### config.mk
export PLATFORM = sky130hd
export DESIGN_NAME = ilv_pwm_sequencer
export DESIGN_NICKNAME = d
export VERILOG_FILES = /design/src/rtl/ilv_pkg.sv /design/src/rtl/ilv_period_timer.sv /design/src/rtl/ilv_softstart.sv /design/src/rtl/ilv_phase_gate.sv /design/src/rtl/ilv_pwm_sequencer.sv
export SDC_FILE = /design/constraint.sdc
export NUM_CORES = 1
export LEC_CHECK = 0
export BUFFER_PORTS_ARGS = -buffer_cell sky130_fd_sc_hd__buf_2
export CORE_ASPECT_RATIO = 0.9
export CORE_MARGIN = 1
export CORE_UTILIZATION = 55
export CTS_BUF_LIST = sky130_fd_sc_hd__clkbuf_8
export DETAILED_ROUTE_END_ITERATION = 10
export MAX_ROUTING_LAYER = met4
export PLACE_DENSITY = 0.73
export SYNTH_ARGS = -nofsm -noshare
export SYNTH_HDL_FRONTEND = slang
export SYNTH_HIERARCHICAL = 1
export SYNTH_SLANG_ARGS = --single-unit
### constraint.sdc
create_clock -name clk -period 6.06 [get_ports clk]
set_clock_uncertainty 0.05 [all_clocks]
set_input_delay 0.909 -clock clk [delete_from_list [all_inputs] [get_ports clk]]
set_output_delay 0.909 -clock clk [all_outputs]
set_load 0.1 [all_outputs]
### src/rtl/ilv_pkg.sv
package ilv_pkg;

  localparam int ACC_W = 8;

  typedef struct packed {
    logic             fire;
    logic [ACC_W-1:0] acc;
  } burst_t;

  // Density accumulator: fire when the running sum crosses the denominator.
  function automatic burst_t burst_next(logic [ACC_W-1:0] acc, int dens, int den);
    burst_t r;
    int     sum;
    sum    = int'(acc) + dens;
    r.fire = (sum >= den);
    r.acc  = r.fire ? ACC_W'(sum - den) : ACC_W'(sum);
    return r;
  endfunction

  // Active set per level: index 0, then 2, then 1, then 3.
  function automatic logic [3:0] active_mask(int lvl, int den);
    if (lvl <= den)          return 4'b0001;
    else if (lvl == den + 1) return 4'b0101;
    else if (lvl == den + 2) return 4'b0111;
    return 4'b1111;
  endfunction

  function automatic logic [2:0] phase_count(int lvl, int den);
    if (lvl <= den) return 3'd1;
    return 3'(lvl - den + 1);
  endfunction

  // Position inside a phase's own period, shifted by its offset.
  function automatic int phase_local(int cnt, int off, int period);
    return (cnt >= off) ? (cnt - off) : (cnt + period - off);
  endfunction

endpackage

### src/rtl/ilv_period_timer.sv
module ilv_period_timer #(
  parameter int PERIOD       = 500,
  parameter int STEP_PERIODS = 16,
  parameter int CNT_W        = $clog2(PERIOD)
) (
  input  logic             clk,
  input  logic             rst_n,
  input  logic             en_i,
  output logic [CNT_W-1:0] cnt_o,
  output logic             wrap_o,
  output logic             step_o
);
  localparam int STP_W = $clog2(STEP_PERIODS + 1);

  logic [CNT_W-1:0] cnt_q;
  logic [STP_W-1:0] stp_q;

  assign wrap_o = en_i && (cnt_q == CNT_W'(PERIOD - 1));
  assign step_o = wrap_o && (stp_q == STP_W'(STEP_PERIODS - 1));
  assign cnt_o  = cnt_q;

  always_ff @(posedge clk) begin
    if (!rst_n || !en_i) begin
      cnt_q <= '0;
      stp_q <= '0;
    end else if (wrap_o) begin
      cnt_q <= '0;
      stp_q <= step_o ? '0 : stp_q + 1'b1;
    end else begin
      cnt_q <= cnt_q + 1'b1;
    end
  end

  assert_cnt_advance_R2: assert property (@(posedge clk) disable iff (!rst_n)
    (en_i && !wrap_o) |=> (cnt_q == $past(cnt_q) + 1'b1));

  assert_cnt_range_R2: assert property (@(posedge clk) disable iff (!rst_n)
    int'(cnt_q) < PERIOD);

endmodule

### src/rtl/ilv_softstart.sv
module ilv_softstart
  import ilv_pkg::*;
#(
  parameter int BURST_DEN = 15,
  parameter int LVL_W     = $clog2(BURST_DEN + 4)
) (
  input  logic       clk,
  input  logic       rst_n,
  input  logic       en_i,
  input  logic       wrap_i,
  input  logic       step_i,
  input  logic       pwr_up_i,
  output logic [3:0] active_o,
  output logic       fire0_o,
  output logic [2:0] n_active_o
);
  localparam int LVL_MAX = BURST_DEN + 3;

  logic [LVL_W-1:0] level_q;
  logic [ACC_W-1:0] acc_q;
  logic             fire_q;
  burst_t           nxt;

  always_comb nxt = burst_next(acc_q, int'(level_q), BURST_DEN);

  always_ff @(posedge clk) begin
    if (!rst_n || !en_i) begin
      level_q <= LVL_W'(1);
      acc_q   <= '0;
      fire_q  <= 1'b0;
    end else begin
      if (wrap_i) begin
        if (int'(level_q) >= BURST_DEN) begin
          fire_q <= 1'b1;
          acc_q  <= '0;
        end else begin
          fire_q <= nxt.fire;
          acc_q  <= nxt.acc;
        end
      end
      if (step_i) begin
        if (pwr_up_i) begin
          if (int'(level_q) < LVL_MAX) level_q <= level_q + 1'b1;
        end else if (level_q > LVL_W'(1)) begin
          level_q <= level_q - 1'b1;
        end
      end
    end
  end

  assign active_o   = en_i ? active_mask(int'(level_q), BURST_DEN) : 4'b0000;
  assign n_active_o = en_i ? phase_count(int'(level_q), BURST_DEN) : 3'd0;
  assign fire0_o    = fire_q;

  assert_level_hold_R4: assert property (@(posedge clk) disable iff (!rst_n)
    (en_i && !step_i) |=> $stable(level_q));

  assert_level_up_R4: assert property (@(posedge clk) disable iff (!rst_n)
    (en_i && step_i && pwr_up_i && int'(level_q) < LVL_MAX)
      |=> (level_q == $past(level_q) + 1'b1));

  assert_level_down_R6: assert property (@(posedge clk) disable iff (!rst_n)
    (en_i && step_i && !pwr_up_i && level_q > LVL_W'(1))
      |=> (level_q == $past(level_q) - 1'b1));

endmodule

### src/rtl/ilv_phase_gate.sv
module ilv_phase_gate
  import ilv_pkg::*;
#(
  parameter int PERIOD = 500,
  parameter int OFFSET = 0,
  parameter int CNT_W  = $clog2(PERIOD),
  parameter int DUTY_W = $clog2(PERIOD + 1)
) (
  input  logic              clk,
  input  logic              rst_n,
  input  logic              en_i,
  input  logic [CNT_W-1:0]  cnt_i,
  input  logic [DUTY_W-1:0] duty_i,
  input  logic              active_i,
  input  logic              fire_i,
  input  logic              oc_i,
  input  logic              ot_i,
  output logic              ls_o,
  output logic              sr_o
);
  int   loc;
  logic base;
  logic last;
  logic trip_q;

  always_comb loc = phase_local(int'(cnt_i), OFFSET, PERIOD);

  assign base = en_i && active_i && fire_i && (loc < int'(duty_i));
  assign last = (loc == PERIOD - 1);

  // Overcurrent latch; re-armed at the end of this phase's own period.
  always_ff @(posedge clk) begin
    if (!rst_n || !en_i) trip_q <= 1'b0;
    else if (last)       trip_q <= 1'b0;
    else if (oc_i)       trip_q <= 1'b1;
  end

  assign ls_o = base && !oc_i && !trip_q && !ot_i;
  assign sr_o = en_i && active_i && !ls_o;

  assert_oc_holds_off_R8: assert property (@(posedge clk) disable iff (!rst_n)
    (en_i && oc_i && !last) |=> !ls_o);

endmodule

### src/rtl/ilv_pwm_sequencer.sv
module ilv_pwm_sequencer #(
  parameter int PERIOD       = 500,
  parameter int DUTY_W       = $clog2(PERIOD + 1),
  parameter int BURST_DEN    = 15,
  parameter int STEP_PERIODS = 16
) (
  input  logic              clk,
  input  logic              rst_n,
  input  logic              en_i,
  input  logic [DUTY_W-1:0] duty_i,
  input  logic [3:0]        oc_i,
  input  logic              ot_i,
  input  logic              pwr_up_i,
  output logic [3:0]        ls_o,
  output logic [3:0]        sr_o,
  output logic [2:0]        n_active_o
);
  localparam int NPH   = 4;
  localparam int CNT_W = $clog2(PERIOD);
  localparam int QTR   = PERIOD / NPH;
  localparam int LVL_W = $clog2(BURST_DEN + 4);

  logic [CNT_W-1:0] cnt;
  logic             wrap;
  logic             step;
  logic [3:0]       active;
  logic             fire0;
  logic [NPH-1:0]   phase_fire;

  ilv_period_timer #(
    .PERIOD(PERIOD), .STEP_PERIODS(STEP_PERIODS), .CNT_W(CNT_W)
  ) u_timer (
    .clk(clk), .rst_n(rst_n), .en_i(en_i),
    .cnt_o(cnt), .wrap_o(wrap), .step_o(step)
  );

  ilv_softstart #(
    .BURST_DEN(BURST_DEN), .LVL_W(LVL_W)
  ) u_soft (
    .clk(clk), .rst_n(rst_n), .en_i(en_i), .wrap_i(wrap), .step_i(step),
    .pwr_up_i(pwr_up_i), .active_o(active), .fire0_o(fire0),
    .n_active_o(n_active_o)
  );

  generate
    for (genvar k = 0; k < NPH; k++) begin : g_ph
      if (k == 0) begin : g_burst
        assign phase_fire[k] = fire0;
      end else begin : g_full
        assign phase_fire[k] = 1'b1;
      end
      ilv_phase_gate #(
        .PERIOD(PERIOD), .OFFSET(k * QTR), .CNT_W(CNT_W), .DUTY_W(DUTY_W)
      ) u_gate (
        .clk(clk), .rst_n(rst_n), .en_i(en_i), .cnt_i(cnt), .duty_i(duty_i),
        .active_i(active[k]), .fire_i(phase_fire[k]), .oc_i(oc_i[k]),
        .ot_i(ot_i), .ls_o(ls_o[k]), .sr_o(sr_o[k])
      );
    end
  endgenerate

  assert_idle_quiet_R1: assert property (@(posedge clk) disable iff (!rst_n)
    !en_i |-> (ls_o == 4'b0000 && sr_o == 4'b0000 && n_active_o == 3'd0));

  assert_ot_blocks_R10: assert property (@(posedge clk) disable iff (!rst_n)
    ot_i |-> (ls_o == 4'b0000));

  assert_count_matches_R11: assert property (@(posedge clk) disable iff (!rst_n)
    en_i |-> ($countones(ls_o | sr_o) == int'(n_active_o)));

endmodule

---- After elaboration in Yosys (flattened, before gate mapping) ----
Cells that the tools add are included.
word-level totals
  logic and storage cells ................. 117
  register bits ........................... 32
  input bits .............................. 18
  output and inout bits ................... 11
cells by class
  magnitude comparators ................... 12
  reductions and logical operators ........ 50
  multiplexer cells ....................... 22
  equal/unequal tests ..................... 9
  $add $sub $neg .......................... 15
operators with widths
  operator                                                                 number
  32-bit by 10-bit equality test with 1-bit output, second input constant  3
  32-bit by 10-bit less-than comparator with 1-bit output                  3
  32-bit 2-to-1 mux                                                        3
  32-bit by 10-bit subtractor with 32-bit output, second input constant    1
  32-bit by 8-bit subtractor with 32-bit output, second input constant     1
  32-bit by 9-bit subtractor with 32-bit output, second input constant     1
  1-bit logical AND                                                        27
  4-bit 2-to-1 mux                                                         5
  5-bit 2-to-1 mux                                                         4
  8-bit 2-to-1 mux                                                         2
  1-bit zero test                                                          15
  5-bit by 1-bit adder with 5-bit output, second input constant            2
  9-bit by 9-bit adder with 10-bit output, second input constant           1
  5-bit equality test, second input constant                               2
  2-bit OR reduction                                                       5
  9-bit by 7-bit subtractor with 10-bit output, second input constant      1
  9-bit by 8-bit subtractor with 10-bit output, second input constant      1
  9-bit by 9-bit subtractor with 10-bit output, second input constant      1
  8-bit by 5-bit adder with 9-bit output                                   1
  9-bit by 1-bit adder with 9-bit output, second input constant            1
  9-bit by 5-bit equality test with 1-bit output, second input constant    1
  9-bit equality test, second input constant                               1
  9-bit by 4-bit >= comparator with 1-bit output, second input constant    1
  9-bit by 7-bit >= comparator with 1-bit output, second input constant    1
  other kinds (18)                                                         24

---- Logic depth before layout (Yosys ltp) ----
Gate-level depths: netlist of the first run.
  depth in word-level cells ............... 14
  mapped depth ............................ 14
  mapped depth without buffers ............ 14

---- Modules after synthesis ----
The synthesis of the first run kept the hierarchy.
by module, submodules not included
  module                            instances  cells each  area an instance (um^2)
  ilv_softstart                     1          167         1387.6
  ilv_phase_gate at g_ph[3].u_gate  1          114         827.0
  ilv_phase_gate at g_ph[1].u_gate  1          95          720.7
  ilv_phase_gate at g_ph[2].u_gate  1          97          705.7
  ilv_period_timer                  1          74          644.4
  ilv_phase_gate at g_ph[0].u_gate  1          38          286.5
  ilv_pwm_sequencer                 1          1           3.8

---- Worst setup path after synthesis of the first run ----
OpenSTA, ideal clock, no wires.
  path kind ............................... reg-to-output
  start point ............................. register u_timer.cnt_q[1], in the netlist u_timer/cnt_o[1]
  end point ............................... output port sr_o[2]
  cell stages (with the launch flop) ...... 12
  slack ................................... 710 ps
  required time ........................... 5101 ps
  path buffers ............................ 0
  arrival ................................. 4391 ps
  path through ............................ dfxtp_1 inv_1 ha_1 and3b_1 a21boi_0 o21ai_0 o211ai_2 ha_1 nand4_1 o311a_1 o31a_1 nor2_1
between the ends
  longest elaborated chain between the ends .. 10
  elaborated cells on any way between the ends .. 12
  those cells by class .................... add/sub (3); order compare (2); mux (1); reduce/logical (6)
RTL lines
  what                                                       RTL line                 text
  start, declared                                            ilv_period_timer.sv:15   logic [CNT_W-1:0] cnt_q;
  start signal, assigned                                     ilv_period_timer.sv:30   cnt_q <= cnt_q + 1'b1;
  9-bit by 9-bit adder with 10-bit output                    ilv_pkg.sv:35            return (cnt >= off) ? (cnt - off) : (cnt + period - off);
  32-bit by 9-bit subtractor with 32-bit output              ilv_pkg.sv:35
  32-bit 2-to-1 mux *                                        ilv_pkg.sv:35
  32-bit by 10-bit less-than comparator with 1-bit output *  ilv_phase_gate.sv:28     assign base = en_i && active_i && fire_i && (loc < int'(duty_i));
  1-bit logical AND *                                        ilv_phase_gate.sv:28
  1-bit logical AND * (3 in a row)                           ilv_phase_gate.sv:38     assign ls_o = base && !oc_i && !trip_q && !ot_i;
  net ls_o[2]                                                ilv_pwm_sequencer.sv:14  output logic [3:0] ls_o,
  1-bit zero test *                                          ilv_phase_gate.sv:39     assign sr_o = en_i && active_i && !ls_o;
  1-bit logical AND *                                        ilv_phase_gate.sv:39
  end, declared                                              ilv_pwm_sequencer.sv:15  output logic [3:0] sr_o,
The timed path passes the listed nets; every way through them passes the cells marked *.

---- Final worst setup path of the first run ----
  start point ............................. register u_timer.cnt_q[0], in the netlist u_timer/cnt_o[0]
  end point ............................... output port ls_o[3]
between the ends
  longest elaborated chain between the ends .. 8
  elaborated cells on any way between the ends .. 10
  those cells by class .................... add/sub (3); order compare (2); mux (1); reduce/logical (4)
RTL lines
  what                                                       RTL line
  9-bit by 9-bit adder with 10-bit output                    ilv_pkg.sv:35
  32-bit by 10-bit subtractor with 32-bit output             ilv_pkg.sv:35
  32-bit 2-to-1 mux *                                        ilv_pkg.sv:35
  32-bit by 10-bit less-than comparator with 1-bit output *  ilv_phase_gate.sv:28
  1-bit logical AND *                                        ilv_phase_gate.sv:28
  1-bit logical AND * (3 in a row)                           ilv_phase_gate.sv:38
  end, declared                                              ilv_pwm_sequencer.sv:14
Every way passes the cells marked *; elsewhere a longest branch is shown, timed or not.

==> flow_metrics.tcl, run 1 <==
set metrics [dict create \
    status "complete, no violations" \
    fmax_mhz 198 \
    grt_pass1_wl_um 20000 \
    antenna_found_initial 0 \
    postPlaceCellArea_um2 4700 \
    path_clk_slew_ns 0.07 \
    path_class "reg2out" \
    worstPathMaxFanout 22 \
    multi_input_area_um2 3500 \
    post-route-min-period_ns 5.04 \
    min_to "u_timer/stp_q[4]" \
    post-place-ws_ns 1.37 \
    antenna_left 0 \
    cts_buffer_depth 2 \
    met2WireLength_um 5600 \
    yosys-top-cells-area "ha_1, dfxtp_1, nand2_1, inv_1, a21oi_1" \
    synth_top_area_share_pct 15.3 \
    tns_ns 0 \
    crit_required_ns 5.10 \
    cts_resized 0 \
    max_slew.worst_pin.slew_ns 0.931 \
    portBuffers 28 \
    met1_length_um 5320 \
    async_flop_share_pct 0 \
    wl_met3_um 763 \
    cp_slowest_cell "dfxtp_1" \
    cts_hold_buf 0 \
    min_delay_path_depth 2 \
    clock_latency_ns 0.29 \
    grt.overflow.total 0 \
    diodes 0 \
    drt_wl_total_um 12000 \
    rows 31 \
    slew-limit-headroom_pct 37.8 \
    synth-edff-count 0 \
    cap_viol_max_count 0 \
    drc 0 \
    grt_use_total_pct 29.7 \
    critPathTopFamily "compound AO/OA/AOI/OAI gates" \
    post_cts_buffers 0 \
    dr.pass1.iters 7 \
    holdCritPathClass "reg2reg" \
    slew_viol_final 0 \
    num_io_pins 29 \
    seq_area_um2 641 \
    synth_flop_cell "dfxtp_1" \
    end_kind "output port" \
    num_vias 4428 \
    setup_violations 0 \
    synth.cell_area_um2 4580 \
    grt_pass1_vias 4208 \
    cp.arrival_ns 4.08 \
    n_fill_cell 738 \
    rr_endpoint "u_soft/acc_q[7]" \
    syn_inst 586 \
    crit_chain "ha_1 > a21o_1 > and2_2 > o21ai_0 > a21oi_1 > xnor2_1 > ha_1 > a21o_1 > a21o_1 > a211o_1 > o21ai_0 > and3_1 > buf_2" \
    min-delay-start "u_timer/stp_q[4]" \
    cts_root_buffer "clkbuf_8" \
    core_area_um2 8070 \
    regToRegSetupSlack_ns 3.05 \
    drtIter0Drc 311 \
    path_buf_inv 1 \
    syn_area_per_cell_um2 7.81 \
    place_hpwl_um 8990 \
    drive_above_1_share_pct 15.4 \
    fin_area_um2 4790 \
    powerDensity_nw_per_um2 101 \
    r2r-start "u_timer/cnt_o[4]" \
    ir_drop_mv 0.0869 \
    yosys.area.top_type "ha_1" \
    fin_ws_ns 1.02 \
    clock_sinks 32 \
    area_delta_synth_final_pct 4.79 \
    initial_utilization_pct 56.7 \
    rsz0062_at_grt "false" \
    path_common_cell "a21o_1" \
    cellLeakagePower_nw 2.10 \
    reg2regPathDepth 10 \
    finalCritPeriodShare_pct 83.2 \
    viasPerCell 6.25 \
    top_layer "met4" \
    fp.dieArea_um2 8690 \
    fp.dieH_um 88.5 \
    critPathMaxStageDelay_ns 0.75 \
    synthDistinctLibCells 109 \
    wl_per_cell_um 17.0 \
    fin_nets 684 \
    hold_viol_final 0 \
    gp_congestion 0.993 \
    cts_tree "built" \
    die_x_um 98.1 \
    cts_buffers 5 \
    cts_max_level 2 \
    grt_max_degree 28 \
    ys_ff_latch 32 \
    yosysWarnings 6 \
    seq_area_frac_synth_pct 14.0 \
    postLayoutCoreUtil_pct 59.4 \
    cp-start-kind "flop" \
]
-- metal layers --
metal  vias to the layer above  global-route usage (%)
li1                       2186                       -
met1                      2049                    35.7
met2                       161                    49.4
met3                        32                    5.61
met4                         0                    12.2
met5                         -                       -
-- worst min-delay path, cell delays in order (launching register included) --
cell and delay (ns):
dfxtp_1 0.31, nand2_1 0.05, a21oi_1 0.05
-- how the worst max path moves through the flow --
stage | depth (start not counted) | end | slack, ns | from
2_1_floorplan | 11 | sr_o[2] | 0.71 | u_timer/cnt_o[1]
3_5_place_dp | 13 | ls_o[1] | 1.37 | u_timer/cnt_o[3]
5_1_grt | 13 | ls_o[1] | 0.69 | u_timer/cnt_o[3]
6_report | 13 | ls_o[3] | 1.02 | u_timer/cnt_o[0]
3_3_place_gp | 13 | ls_o[3] | 1.54 | u_timer/cnt_o[0]
4_1_cts | 13 | ls_o[1] | 1.06 | u_timer/cnt_o[3]
-- power breakdown --
group          switching, mW  leakage [nW]  internal [mW]
logic                 0.0516          1.79         0.0309
clock network         0.0836        0.0503          0.101
registers            0.00366         0.259          0.212
-- sequential cells by signal, summed over array words and instances (netlist names) --
register            flops
g_ph.u_gate/trip_q      4
u_soft/acc_q            8
u_soft/fire0_o          1
u_soft/level_q          5
u_timer/cnt_o           9
u_timer/stp_q           5
-- metrics by stage --
step | cells | power [mW] | hold slack, ns
after floorplan | 588 | 0.274 | 0.379
after CTS | 708 | 0.490 | 0.406
after global routing | 708 | 0.510 | 0.430
after detailed placement | 701 | 0.302 | 0.397
final | 708 | 0.483 | 0.402
after global placement | 701 | 0.299 | 0.388
-- placed cells by master (no fill, tap or decap), drive strengths merged, types with 7 or more instances in the layout --
cell,instances
a211oi,11
xnor2,17
clkbuf,7
nor2,45
nand2,59
o21ai,23
and3,11
nand3,22
xor2,10
nand4,8
ha,56
nand2b,11
o211ai,12
nor3,9
a21o,10
inv,58
a31oi,10
and2,10
dfxtp,32
buf,36
a21oi,37
-- layout make-up --
cell class | instances | area share (%)
Multi-Input combinational cell | 475 | 73.0
Inverter | 59 | 4.91
Clock buffer | 7 | 2.01
Timing Repair Buffer | 36 | 4.18
Tap cell | 99 | 2.58
Sequential cell | 32 | 13.4
-- synthesized netlist by cell type, types with 3 or more instances --
master / count
nand2_1: 59
inv_1: 58
ha_1: 56
nor2_1: 43
a21oi_1: 35
dfxtp_1: 32
nand3_1: 21
o21ai_0: 17
xnor2_1: 16
o211ai_1: 11
a31oi_1: 10
nand2b_1: 10
xor2_1: 10
a211oi_1: 9
and3_1: 8
buf_6: 8
nor3_1: 8
a21o_1: 7
and2_1: 7
nand4_1: 7
o22ai_1: 6
clkbuf_8: 5
mux2i_1: 5
o21ai_1: 5
buf_2: 4
nand3b_1: 4
nor2b_1: 4
nor4_1: 4
o31a_1: 4
a21boi_0: 3
buf_4: 3
o21a_1: 3
or3_1: 3
-- cell families after synthesis --
logic type	share of synthesized area (%)
xor gates and xnor gates	5.33
DFF	14.0
AOI/OAI and AO/OA	27.4
adders and majority gates	16.2
muxes	1.34
and+or+nand+nor	26.0
buffers and inverters	9.71
other	0.0820
No activity file was read; power rests on OpenSTA's default activity.
==> inputs of run 2 (changes only) <==
--- a/config.mk
+++ b/config.mk
@@ -12,7 +12,7 @@
 export CTS_BUF_LIST = sky130_fd_sc_hd__clkbuf_8
 export DETAILED_ROUTE_END_ITERATION = 10
 export MAX_ROUTING_LAYER = met4
-export PLACE_DENSITY = 0.73
+export PLACE_DENSITY = 0.76
 export SYNTH_ARGS = -nofsm -noshare
 export SYNTH_HDL_FRONTEND = slang
 export SYNTH_HIERARCHICAL = 1
==> constraint.sdc (replaced) <==
create_clock -name clk -period 4.14 [get_ports clk]
set_clock_uncertainty 0.05 [all_clocks]
set_input_delay 0.621 -clock clk [delete_from_list [all_inputs] [get_ports clk]]
set_output_delay 0.621 -clock clk [all_outputs]
set_load 0.1 [all_outputs]
==> run 2 against run 1 <==
  * Wire length is 0.91% higher
  * Largest cell class unchanged
  * Setup slack worse by 0.86 ns
  * First-iteration DRC count is 13% lower
  * Combinational power up 56%
  * Count of clock-buffer cells in the layout is 2 lower
  * Highest routed layer unchanged
  * Global-route usage shrank 0.13 points
  * Non-clock buffer count is 19 higher
==> flow_metrics.tcl, run 2 (same netlist as run 1, synthesis figures left out) <==
set metrics [dict create \
    status "complete, no violations" \
    powerDensity_nw_per_um2 146 \
    fin_area_um2 5100 \
    hold_viol_final 0 \
    drive_above_1_share_pct 21.3 \
    cp-start-kind "flop" \
    n_fill_cell 701 \
    dpl.cell_count 716 \
    min-delay-start "u_soft/acc_q[0]" \
    viasPerCell 6.30 \
    top_layer "met4" \
    setup_violations 0 \
    hold_slack_ns 0.404 \
    num_vias 4585 \
    cp_slowest_cell "dfxtp_4" \
    grt_max_degree 29 \
    crit_path_start "u_timer/cnt_o[0]" \
    critPathMaxStageDelay_ns 0.39 \
    crit_chain "ha_1 > a21o_1 > nand2_1 > a211oi_2 > a21oi_1 > xnor2_1 > ha_1 > a21o_1 > a21o_1 > a211o_1 > o21ai_0 > buf_4 > and3_4 > buf_12" \
    finalPower_uw 745 \
    finalCritPeriodShare_pct 96.1 \
    initial_utilization_pct 56.7 \
    largest_reg_flops 9 \
    place_hpwl_um 9170 \
    slew_viol_final 0 \
    core_area_um2 8070 \
    slew-limit-headroom_pct 54.7 \
    cts_root_buffer "clkbuf_8" \
    antenna_found_initial 0 \
    path_clk_slew_ns 0.07 \
    grt_pass1_vias 4413 \
    stdcell_count 728 \
    met2WireLength_um 5490 \
    cts_buffers 5 \
    drt_wl_total_um 12200 \
    clock_sinks 32 \
    max_slew.worst_pin.slew_ns 0.675 \
    antenna_left 0 \
    wl_per_cell_um 16.7 \
    diodes 0 \
    cellLeakagePower_nw 2.21 \
    fin_nets 703 \
    grt_use_total_pct 29.6 \
    fmax_mhz 251 \
    grt.overflow.total 0 \
    area_delta_synth_final_pct 11.6 \
    fp.dieH_um 88.5 \
    clock_latency_ns 0.29 \
    mostFrequentLayoutCells "nand2_1, inv_1, ha_1, nor2_1, a21oi_1" \
    postPlaceCellArea_um2 4910 \
    ir_drop_mv 0.105 \
    end_kind "output port" \
    dr.pass1.iters 5 \
    drtIter0Drc 270 \
    portBuffers 28 \
    final_common_cell "nand2_1" \
    cts_tree "built" \
    gp_congestion 0.941 \
    cts_max_level 2 \
    rows 31 \
    path_class "reg2out" \
    path_common_cell "a21o_1" \
    fp.dieArea_um2 8690 \
    num_io_pins 29 \
    cp.arrival_ns 3.31 \
    met1_length_um 5600 \
    cap_viol_max_count 0 \
    worstPathMaxFanout 8 \
    die_x_um 98.1 \
    grt_pass1_wl_um 20200 \
    wl_met3_um 732 \
    holdCritPathClass "reg2reg" \
    post-route-min-period_ns 3.98 \
    r2r-start "u_soft/level_q[0]" \
    drc 0 \
    crit_required_ns 3.47 \
    cts_buffer_depth 2 \
]
[run 2: cell types whose count changed in the layout (fill, tap and decap cells not counted), sizes merged]
| cell | change |
|---|---|
| bufinv | +1 |
| clkinvlp | +1 |
| buf | +18 |
| clkinv | +1 |
| clkbuf | -1 |
[run 2: path summary, 6_finish.rpt]
check | to | slack (ns) | cells past startpoint
max | ls_o[3] | 0.16 | 14
min | u_soft/acc_q[0] | 0.40 | 2
max reg2reg | u_soft/acc_q[2] | 1.12 | 10
min reg2reg | u_soft/acc_q[0] | 0.40 | 2
[run 2: per-layer routing]
layer	track usage [%]	vias to the layer above
li1	-	2224
met1	38.0	2156
met2	48.1	166
met3	3.95	39
met4	10.3	0
met5	-	-
[run 2: metrics by stage]
| stage | util (%) | TNS [ns] | worst slack, ns |
|---|---|---|---|
| 3_5_place_dp | 60.8 | 0 | 0.312 |
| 3_3_place_gp | 60.8 | 0 | 0.366 |
| 6_report | 63.3 | 0 | 0.163 |
| 2_1_floorplan | - | -0.458 | -0.458 |
| 5_1_grt | 63.3 | -0.0318 | -0.0214 |
| 4_1_cts | 62.2 | 0 | 0.0113 |
[run 2: what timing repair did]
action	in CTS	in global routing
setup endpoints to repair	1	6
gates resized for setup	1	22
pin swaps	0	4
buffers inserted	0	4
hold buffers	0	0
[run 2: power breakdown]
| group | internal [mW] | leakage (nW) | switching, mW |
|---|---|---|---|
| clock | 0.178 | 0.0541 | 0.126 |
| sequential | 0.310 | 0.262 | 0.00267 |
| combinational | 0.0490 | 1.89 | 0.0798 |
[run 2: cell type report]
class	instances	area, um^2	area share (%)
clock buffers	5	68.8	1.35
flip-flops and latches	32	653	12.8
inverters	59	235	4.61
clock inverters	3	42.5	0.833
repair buffers	55	412	8.06
multi-input cells	475	3570	69.9
well taps	99	124	2.43
[run 2: worst max-delay path, delay by kind of cell, from the launching register on]
kind                     cells  cell delay, ns
AO/OA/AOI/OAI                7            1.33
adder cells (fa/ha/maj)      2            0.49
flip-flops                   1            0.39
AND/OR/NAND/NOR              2            0.34
buffers and inverters        2            0.32
XOR/XNOR                     1            0.14
==> inputs of run 3 (changes only) <==
--- a/config.mk
+++ b/config.mk
@@ -6,13 +6,13 @@
 export NUM_CORES = 1
 export LEC_CHECK = 0
 export BUFFER_PORTS_ARGS = -buffer_cell sky130_fd_sc_hd__buf_2
+export CAP_MARGIN = 20
 export CORE_ASPECT_RATIO = 0.9
 export CORE_MARGIN = 1
-export CORE_UTILIZATION = 55
+export CORE_UTILIZATION = 30
 export CTS_BUF_LIST = sky130_fd_sc_hd__clkbuf_8
 export DETAILED_ROUTE_END_ITERATION = 10
 export MAX_ROUTING_LAYER = met4
-export PLACE_DENSITY = 0.76
 export SYNTH_ARGS = -nofsm -noshare
 export SYNTH_HDL_FRONTEND = slang
 export SYNTH_HIERARCHICAL = 1
==> run 3 against run 2 <==
  * The run now fails in detailed routing
  * Synthesized cell count stayed put
  * Area after synthesis stayed put
  * Global-route usage is 13 points lower
==> flow_metrics.tcl, run 3 <==
set metrics [dict create \
    async_flop_share_pct 0 \
    grt_pass1_wl_um 20700 \
    rows 42 \
    num_io_pins 29 \
    grt.overflow.total 0 \
    clock_sinks 32 \
    grt_pass1_vias 4094 \
    synthDistinctLibCells 109 \
    synth_flop_cell "dfxtp_1" \
    synth_top_area_share_pct 15.3 \
    portBuffers 28 \
    error "[ERROR DRT-0255] Maze Route cannot find path of net clk in worker of routeBox ( 96600 0 ) ( 132180 48300 )." \
    yosys-top-cells-area "ha_1, dfxtp_1, nand2_1, inv_1, a21oi_1" \
    yosysWarnings 6 \
    syn_inst 586 \
    stop_stage "detailed routing" \
    ys_ff_latch 32 \
    antenna_found_initial 0 \
    grt_max_degree 37 \
    status "did not finish" \
    syn_area_per_cell_um2 7.81 \
    synth_common_cells "nand2_1, inv_1, ha_1" \
    seq_area_frac_synth_pct 14.0 \
    yosys.area.top_type "ha_1" \
    gp_congestion 0.881 \
    grt_worst_setup_endpoint "ls_o[1]" \
    worstEpCategory "top-level output" \
    synth.most_common_cell "nand2_1" \
    initial_utilization_pct 30.9 \
    synth.cell_area_um2 4580 \
    die_x_um 132 \
    cts_buffers 5 \
    fp.dieH_um 119 \
    cts_max_level 2 \
    grt_use_total_pct 16.6 \
    cts_root_buffer "clkbuf_8" \
    place_hpwl_um 9480 \
    synth-edff-count 0 \
    cts_buffer_depth 2 \
]
## run 3: cell counts after synthesis
No cell type changed its count.
## run 3: kinds of logic after synthesis
family	synth area share [%]
other	0.0820
buffers and inverters	9.71
adders and majority gates	16.2
muxes	1.34
DFF	14.0
and+or+nand+nor	26.0
AOI/OAI and AO/OA	27.4
xor gates and xnor gates	5.33
## run 3: through the flow
| stage | hold slack (ns) | setup WS (ns) | instance area (um^2) | instances |
|---|---|---|---|---|
| after floorplan | 0.379 | -0.458 | 4620 | 588 |
| after global placement | 0.387 | 0.343 | 5050 | 816 |
| after detailed placement | 0.393 | 0.326 | 5050 | 816 |
| after CTS | 0.404 | 0.00156 | 5170 | 825 |
| after global routing | 0.429 | -0.00536 | 5230 | 825 |
## run 3: repair_timing
item                       4_1_cts  5_1_grt
hold buffers                     0        0
setup endpoints to repair        4        6
setup buffers                    1        0
pin swaps                        1        0
resized for setup                2       15
## run 3: metal layers
layer / track usage (%)
met5: -
met4: 4.02
met3: 2.09
met2: 23.8
met1: 24.2
==> inputs of run 4 (changes only) <==
--- a/config.mk
+++ b/config.mk
@@ -7,12 +7,10 @@
 export LEC_CHECK = 0
 export BUFFER_PORTS_ARGS = -buffer_cell sky130_fd_sc_hd__buf_2
 export CAP_MARGIN = 20
-export CORE_ASPECT_RATIO = 0.9
 export CORE_MARGIN = 1
-export CORE_UTILIZATION = 30
-export CTS_BUF_LIST = sky130_fd_sc_hd__clkbuf_8
+export CORE_UTILIZATION = 20
 export DETAILED_ROUTE_END_ITERATION = 10
-export MAX_ROUTING_LAYER = met4
+export PLACE_DENSITY_LB_ADDON = 0.15
 export SYNTH_ARGS = -nofsm -noshare
 export SYNTH_HDL_FRONTEND = slang
 export SYNTH_HIERARCHICAL = 1
==> constraint.sdc (replaced) <==
create_clock -name clk -period 5.4 [get_ports clk]
set_clock_uncertainty 0.05 [all_clocks]
set_input_delay 0.81 -clock clk [delete_from_list [all_inputs] [get_ports clk]]
set_output_delay 0.81 -clock clk [all_outputs]
set_load 0.1 [all_outputs]
==> run 4 against run 3 <==
  * The flow now finishes without violations
  * Global-route usage decreased by 4.5 points
==> flow_metrics.tcl, run 4 (same netlist as run 1, synthesis figures left out) <==
set metrics [dict create \
    status "complete, no violations" \
    gp_congestion 0.800 \
    path_clk_slew_ns 0.06 \
    fmax_mhz 208 \
    rsz0062_at_grt "false" \
    clock_latency_ns 0.29 \
    core_area_um2 22100 \
    antenna_left 0 \
    viasPerCell 4.83 \
    antenna_found_initial 0 \
    rr_endpoint "u_soft/acc_q[2]" \
    internal-power_uw 490 \
    largest_reg_flops 9 \
    place_hpwl_um 10900 \
    crit_required_ns 4.54 \
    crit_chain "buf_4 > inv_1 > ha_1 > a211oi_2 > nor2_1 > o22ai_1 > xor2_1 > ha_1 > a21o_1 > a21oi_1 > nor2b_1 > o31a_1 > o21ai_1 > and3b_1 > buf_2" \
    cts_buffers 5 \
    wl_per_cell_um 15.7 \
    post_cts_buffers 0 \
    mostFrequentLayoutCells "nand2_1, inv_1, ha_1, nor2_1, a21oi_1" \
    powerDensity_nw_per_um2 131 \
    drc 0 \
    worstPathMaxFanout 16 \
    initial_utilization_pct 20.7 \
    cts_resized 0 \
    die_x_um 153 \
    drive_above_1_share_pct 16.3 \
    fp.dieArea_um2 23500 \
    power.switching_uw 183 \
    fin_nets 689 \
    portBuffers 28 \
    cp_slowest_cell "dfxtp_1" \
    num_io_pins 29 \
    cap_viol_max_count 0 \
    cts_buffer_depth 2 \
    num_vias 4323 \
    end_kind "output port" \
    final_common_cell "nand2_1" \
    grt_pass1_vias 4294 \
    p_seq_share_pct 35.7 \
    cts_hold_buf 0 \
    grt_pass1_wl_um 22700 \
    slew-limit-headroom_pct 52.2 \
    cp.arrival_ns 3.95 \
    fin_ws_ns 0.585 \
    finalPower_uw 674 \
    cp-start-kind "flop" \
    drt_wl_total_um 14000 \
    min_to "u_soft/acc_q[4]" \
    area_delta_synth_final_pct 12.4 \
    diodes 0 \
    cellLeakagePower_nw 2.15 \
    path_common_cell "ha_1" \
    dr.pass1.iters 4 \
    grt_max_degree 40 \
    comb_power_share_pct 14.1 \
    regToRegSetupSlack_ns 2.44 \
    multi_input_area_um2 3500 \
    grt.overflow.total 0 \
    drtIter0Drc 261 \
    fp.dieH_um 153 \
    rows 54 \
    post-place-ws_ns 0.928 \
    seq_area_um2 641 \
    hold_viol_final 0 \
    cts_tree "built" \
    cts_root_buffer "clkbuf_16" \
    grt_use_total_pct 12.0 \
    max_slew.worst_pin.slew_ns 0.711 \
    clock_power_share_pct 50.2 \
    r2r-start "u_soft/level_q[0]" \
    min-delay-start "u_soft/acc_q[4]" \
    setup_violations 0 \
    clock_sinks 32 \
    finalCritPeriodShare_pct 89.2 \
    critPathMaxStageDelay_ns 0.50 \
    post-route-min-period_ns 4.81 \
    n_fill_cell 2399 \
    stdcell_count 895 \
    dpl.cell_count 887 \
    tns_ns 0 \
    path_class "reg2out" \
    reg2regPathDepth 9 \
    slew_viol_final 0 \
    cts_max_level 2 \
    swShare_pct 27.2 \
    holdCritPathClass "reg2reg" \
    min_delay_path_depth 2 \
    ir_drop_mv 0.101 \
]
[run 4: per-layer routing]
metal / track usage [%] / vias to the layer above / part of all wire [%]
met2: 20.4 / 80 / 47
met1: 16.0 / 2038 / 49
li1: - / 2193 / -
met5: 0 / - / 0
met3: 2.07 / 12 / 3.4
met4: 2.21 / 0 / 0.83
[run 4: stage by stage]
step	area [um^2]	hold WS, ns	util, %
2_1_floorplan	4580	0.379	-
3_3_place_gp	4970	0.388	22.5
3_5_place_dp	4970	0.397	22.5
4_1_cts	5140	0.404	23.3
5_1_grt	5140	0.428	23.3
6_report	5140	0.403	23.3
[run 4: worst max path at each step]
stage                                start  cells past startpoint       to  slack [ns]
after floorplan           u_timer/cnt_o[1]                     11  sr_o[2]        0.15
after global placement    u_timer/cnt_o[1]                     15  ls_o[1]        1.04
after detailed placement  u_timer/cnt_o[1]                     15  ls_o[1]        0.93
after CTS                 u_timer/cnt_o[1]                     15  ls_o[1]        0.59
after global routing      u_timer/cnt_o[0]                     14  ls_o[3]        0.30
final                     u_timer/cnt_o[1]                     15  ls_o[1]        0.59
[run 4: area by class of cell]
class	instances	area share, %
Multi-Input combinational cell	475	68.0
Clock buffer	5	2.43
Timing Repair Buffer	41	4.87
Inverter	59	4.57
Clock inverter	3	0.827
Sequential cell	32	12.5
Tap cell	280	6.81
[run 4: power groups by stage]
stage	Clock (mW)	Combinational (mW)	Sequential, mW
after detailed placement	0	0.0964	0.246
after global routing	0.364	0.109	0.241
final	0.338	0.0953	0.240
after CTS	0.353	0.0968	0.240
after floorplan	0	0.0607	0.247
after global placement	0	0.0959	0.246
[run 4: critical path, delay by kind of cell, from the launching register on]
kind,cells,cell delay [ns]
fa+ha+maj,2,0.58
simple gates,3,0.34
xor+xnor,1,0.21
compound gates,6,1.21
buf+inv,3,0.80
flops,1,0.50
